==> config.mk <==
export PLATFORM = sky130hd
export DESIGN_NAME = adc_flag_tracker
export DESIGN_NICKNAME = d
export VERILOG_FILES = /design/src/rtl/adc_flag_tracker.sv
export SDC_FILE = /design/constraint.sdc
export NUM_CORES = 1
export LEC_CHECK = 0
export ABC_AREA = 1
export BUFFER_PORTS_ARGS = -buffer_cell sky130_fd_sc_hd__buf_4
export CAP_MARGIN = 20
export CORE_ASPECT_RATIO = 1.25
export CORE_MARGIN = 4
export CORE_UTILIZATION = 55
export CTS_CLUSTER_SIZE = 25
export DETAILED_ROUTE_END_ITERATION = 8
export MAX_ROUTING_LAYER = met4
export PLACE_DENSITY = 0.75
export REMOVE_ABC_BUFFERS = 1
export SYNTH_ARGS = -nofsm -noshare
export SYNTH_HDL_FRONTEND = slang
export SYNTH_SLANG_ARGS = --single-unit
==> constraint.sdc <==
create_clock -name clk -period 4.28 [get_ports clk]
set_clock_uncertainty 0.15 [all_clocks]
set_input_delay 0 -clock clk [delete_from_list [all_inputs] [get_ports clk]]
set_output_delay 0 -clock clk [all_outputs]
set_load 0.02 [all_outputs]
==> src/rtl/adc_flag_tracker.sv <==
module adc_flag_tracker #(
  parameter int NSLOT = 10,
  parameter int RW    = 12,
  parameter int DW    = 16,
  localparam int PW   = $clog2(NSLOT),
  localparam int AW   = $clog2(NSLOT + 1)
) (
  input  logic             clk,
  input  logic             rst_n,
  input  logic             done,
  input  logic [PW-1:0]    done_pos,
  input  logic [RW-1:0]    done_res,
  input  logic [NSLOT-1:0] cmp_en,
  input  logic [NSLOT-1:0] cmp_gt,
  input  logic             seq_start,
  input  logic             fast_clr,
  input  logic             cmp_ie,
  input  logic             wr_en,
  input  logic             rd_en,
  input  logic [AW-1:0]    addr,
  input  logic [DW-1:0]    wdata,
  output logic [DW-1:0]    rdata,
  output logic [NSLOT-1:0] flags,
  output logic             cmp_irq
);

  logic [RW-1:0]    slot [NSLOT];
  logic [NSLOT-1:0] set_v, clr_v;
  logic [RW-1:0]    thr;
  logic             pos_ok, pass;

  assign pos_ok = 32'(done_pos) < NSLOT;
  assign thr    = pos_ok ? slot[done_pos] : '0;

  always_comb begin
    pass = 1'b0;
    if (pos_ok) pass = cmp_gt[done_pos] ? (done_res > thr) : (done_res <= thr);
  end

  always_comb begin
    for (int i = 0; i < NSLOT; i++) begin
      set_v[i] = done && done_pos == PW'(i) && (!cmp_en[i] || pass);
      clr_v[i] = (wr_en && addr == AW'(NSLOT) && !fast_clr && wdata[i])
              || (fast_clr && !cmp_en[i] && rd_en && addr == AW'(i))
              || (fast_clr &&  cmp_en[i] && wr_en && addr == AW'(i));
    end
  end

  always_ff @(posedge clk) begin
    if (!rst_n)         flags <= '0;
    else if (seq_start) flags <= '0;
    else                flags <= (flags & ~clr_v) | set_v;
  end

  always_ff @(posedge clk) begin
    for (int i = 0; i < NSLOT; i++) begin
      if (!rst_n) slot[i] <= '0;
      else if (done && done_pos == PW'(i) && !cmp_en[i]) slot[i] <= done_res;
      else if (wr_en && addr == AW'(i)) slot[i] <= wdata[RW-1:0];
    end
  end

  always_comb begin
    rdata = '0;
    if (32'(addr) < NSLOT)   rdata = DW'(slot[addr]);
    else if (addr == AW'(NSLOT)) rdata = DW'(flags);
  end

  assign cmp_irq = cmp_ie && |(flags & cmp_en);

  AST_START_CLEARS: assert property (@(posedge clk) disable iff (!rst_n)
    seq_start |=> flags == '0);

  AST_STORE_SETS: assert property (@(posedge clk) disable iff (!rst_n)
    (done && pos_ok && !cmp_en[done_pos] && !seq_start)
      |=> flags[$past(done_pos)] && slot[$past(done_pos)] == $past(done_res));

  AST_CMP_KEEPS_SLOT: assert property (@(posedge clk) disable iff (!rst_n)
    (done && pos_ok && cmp_en[done_pos] && !wr_en)
      |=> slot[$past(done_pos)] == $past(thr));

  AST_NO_SET_WITHOUT_DONE: assert property (@(posedge clk) disable iff (!rst_n)
    !done |=> (flags & ~$past(flags)) == '0);

  AST_IRQ_NEEDS_IE: assert property (@(posedge clk) disable iff (!rst_n)
    !cmp_ie |-> !cmp_irq);

endmodule

==> flow_summary.yaml <==
power:
  clock_power_share: 0.426
  cell_internal_pwr_mw: 2.63
  p_leak_nw: 3.93
  comb_power_share: 0.160
  power.ir.vdd_worst_v: 0.000280
  seq_power_share: 0.414
  net-switching-power_mw: 1.00
  power_per_cell_area_nw_per_um2: 363
  power.switching_fraction: 0.276
  total_power_mw: 3.63
setup_path:
  rr_startpoint: "slot[2][8]"
  critical-path-max-stage-delay_ns: 0.56
  sort_of_element_at_the_end_of_the_critical_path: "flip-flop"
  worstPathRequired_ns: 4.50
  r2r.worst_path.cells: 17
  worst_r2r_endpoint: "flags[0]"
  crit_path_cell_trace: "buf_4 > nor2_4 > inv_4 > o221ai_1 > nand2_1 > nand2_1 > o21ai_1 > ha_1 > nand2_1 > inv_1 > nand2_1 > nor2_1 > nand2_1 > nand3_1 > nand2_1 > nand2_2 > nand4_1 > a21oi_1 > dlygate4sd3_1"
  timing.setup.critical_path_class: "primary input to flip-flop"
  cp_data_arrival_time_ns: 3.72
  regToRegSetupSlack_ns: 0.99
  crit_path_frequent_cell: "sky130_fd_sc_hd__nand2_1"
  startpoint_class_of_the_critical_path: "primary input"
  worst_path_max_delay_cell: "sky130_fd_sc_hd__nor2_4"
  critPathMaxFanout: 30
yosys:
  area_share_of_the_largest_cell_type_after_synthesis: 0.433
  ys_async_sr_fraction: 0
  ys_types: 40
  netlist_top_cells_area: "sky130_fd_sc_hd__edfxtp_1, sky130_fd_sc_hd__o22ai_1, sky130_fd_sc_hd__nand2_1"
  synth_cells: 952
  seq_area_frac_synth: 0.457
  synth.largest_area_cell: "sky130_fd_sc_hd__edfxtp_1"
  ys.warnings.count: 0
  synth_flop_cell: "sky130_fd_sc_hd__edfxtp_1"
  synth-edff-count: 120
  synth_area_per_cell_um2: 8.75
  synth_area_um2: 8330
  ys_ff_latch: 130
sta:
  finalSetupViolCount: 0
  finalWorstPathRequiredPeriod_ns: 3.50
  layout_worst_path_cycle_share: 0.818
  least_margin_pin_slew_ns: 0.784
  timing.final.hold_violations: 0
  slew_headroom: 0.476
  max_freq_mhz: 286
  tns_ns: 0
  grt_setup_unrepaired: "false"
  max_slew_violations: 0
min_path:
  min-delay-start: "done_res[0]"
  timing.hold.worst_endpoint: "slot[3][0]"
  count_of_cells_along_the_worst_hold_path: 3
  worstHoldPathType: "primary input to flip-flop"
final_layout:
  fin_area_um2: 9990
  post-route-util: 0.671
  combined_area_of_the_multi_input_logic_cells_um2: 3710
  fillers: 1203
  seqCellArea_um2: 3800
  nets: 1126
  insertedDiodeCount: 0
  layout-drive-gt1-share: 0.170
  area_growth_syn_to_layout_pct: 20.0
  layout.cells.non_filler: 1245
cts:
  clk_pin_slew_ns: 0.07
  cts_post_setup_buffers_inserted: 0
  tritoncts: "yes"
  root_buffer: "sky130_fd_sc_hd__clkbuf_16"
  h-tree-depth: 4
  clock-sinks: 130
  clock_latency_late_sink_ns: 0.42
  ctsLongestPathBuffers: 2
  numCtsBuffers: 17
route:
  via_per_inst: 6.74
  drtPass1Iterations: 8
  wl_met1_mm: 9.82
  remaining_drc_errors: 0
  initialDrtViolationCount: 1326
  dr_total_vias: 8386
  route.final.wire_length_mm: 29.5
  top_signal_layer_used: "met4"
  detail_route.wl_per_cell_um: 23.7
  antenna_left: 0
  route.met2.wl_mm: 14.3
  met3_wirelength_mm: 3.05
global_routing:
  grt_usage: 0.347
  grt_max_degree: 32
  via_count_of_the_first_global_routing_pass: 8183
  grt_pass1_wl_mm: 44.7
  antenna_violations_before_repair: 0
  grt_overflow: 0
die:
  core_region_area_um2: 14900
  initial_core_utilization: 0.559
  ports_placed_on_the_boundary: 91
  dieArea_um2: 17200
  rows: 50
  die-width_um: 118
  die_height_um: 146
run:
  drv.max_cap_violation_count: 0
place:
  dpl-instance-area_um2: 8960
  hpwl_mm: 20.8
  dp.cells: 1171
  routabilityCongestion: 0.951
  port_buffers: 82
status:
  outcome: "completed"
cell usage after synthesis, types with 3 or more instances:
cell / count
sky130_fd_sc_hd__clkbuf_1: 22
sky130_fd_sc_hd__inv_1: 99
sky130_fd_sc_hd__dfxtp_1: 10
sky130_fd_sc_hd__o221ai_1: 28
sky130_fd_sc_hd__buf_1: 3
sky130_fd_sc_hd__nor2_1: 43
sky130_fd_sc_hd__nor2_4: 5
sky130_fd_sc_hd__inv_2: 17
sky130_fd_sc_hd__a22oi_1: 68
sky130_fd_sc_hd__ha_1: 12
sky130_fd_sc_hd__nor2_2: 5
sky130_fd_sc_hd__o21ai_1: 7
sky130_fd_sc_hd__a211oi_2: 10
sky130_fd_sc_hd__nor3_2: 3
sky130_fd_sc_hd__clkinv_1: 23
sky130_fd_sc_hd__a21oi_1: 55
sky130_fd_sc_hd__nand2_2: 4
sky130_fd_sc_hd__o22ai_1: 103
sky130_fd_sc_hd__nand2_1: 139
sky130_fd_sc_hd__nand4_1: 19
sky130_fd_sc_hd__buf_2: 21
sky130_fd_sc_hd__nand3_1: 52
sky130_fd_sc_hd__o21ai_0: 47
sky130_fd_sc_hd__edfxtp_1: 120
sky130_fd_sc_hd__buf_4: 8
sky130_fd_sc_hd__o22ai_2: 10
worst max-delay path, delay by kind of cell:
kind	cells	cell delay [ns]
adders and majority gates	1	0.28
buffers and inverters	4	1.00
AOI/OAI and AO/OA	3	0.72
and+or+nand+nor	11	1.68
cell type report:
cell class / instances / share of cell area
flip-flops and latches: 130 / 0.381
multi-input cells: 628 / 0.372
repair buffers: 133 / 0.110
inverters: 140 / 0.0528
clock buffers: 19 / 0.0433
well taps: 182 / 0.0228
clock inverters: 13 / 0.0184
flip-flops by register name, indices dropped and copies added (netlist names):
name and cells:
slot 120, flags 10
cell usage in the layout, fill, tap and decap left out, drive strengths merged, types with 19 or more instances in the layout:
master	instances
a21oi	55
a22oi	68
buf	91
clkbuf	19
clkinv	29
dlygate4sd3	42
edfxtp	120
inv	119
nand2	144
nand3	54
nand4	22
nor2	53
o21ai	54
o221ai	28
o22ai	113
power by group through the flow:
stage / logic [mW] / clock network (mW) / registers (mW)
after detailed placement: 0.542 / 0 / 1.53
after global placement: 0.534 / 0 / 1.52
after floorplan: 0.305 / 0 / 1.51
after CTS: 0.563 / 1.53 / 1.50
final: 0.579 / 1.55 / 1.50
after global routing: 0.621 / 1.58 / 1.51
metal layers:
layer	vias to the layer above	GRT usage
li1	3710	-
met1	3836	0.391
met2	682	0.564
met3	158	0.0614
met4	0	0.230
met5	-	-
per-stage QoR:
step	hold slack, ns	setup WS (ns)
2_1_floorplan	-0.0207	1.56
3_3_place_gp	0.132	1.20
5_1_grt	0.0429	0.538
3_5_place_dp	0.141	1.14
4_1_cts	0.0245	1.01
6_report	0.0342	0.779
kinds of logic after synthesis:
| family | share of synthesized area |
|---|---|
| adder cells (fa/ha/maj) | 0.0180 |
| AO/OA/AOI/OAI | 0.269 |
| flip-flops | 0.457 |
| other | 0.000450 |
| buffers and inverters | 0.0990 |
| AND/OR/NAND/NOR | 0.157 |
worst max path at each step:
stage	start	to	slack (ns)	cells after the start
after floorplan	done_pos[1]	flags[0]	1.56	13
after global placement	done_pos[0]	flags[3]	1.20	18
after detailed placement	done_pos[0]	flags[4]	1.14	18
after CTS	done_pos[0]	flags[4]	1.01	18
after global routing	done_pos[0]	flags[5]	0.54	19
final	done_pos[0]	flags[0]	0.78	19
what timing repair did:
item / CTS / global route
gates resized for setup: 0 / 0
hold buffers: 42 / 0
hold endpoints to repair: 22 / 0
Note: power is estimated with default switching activity, not from simulation.
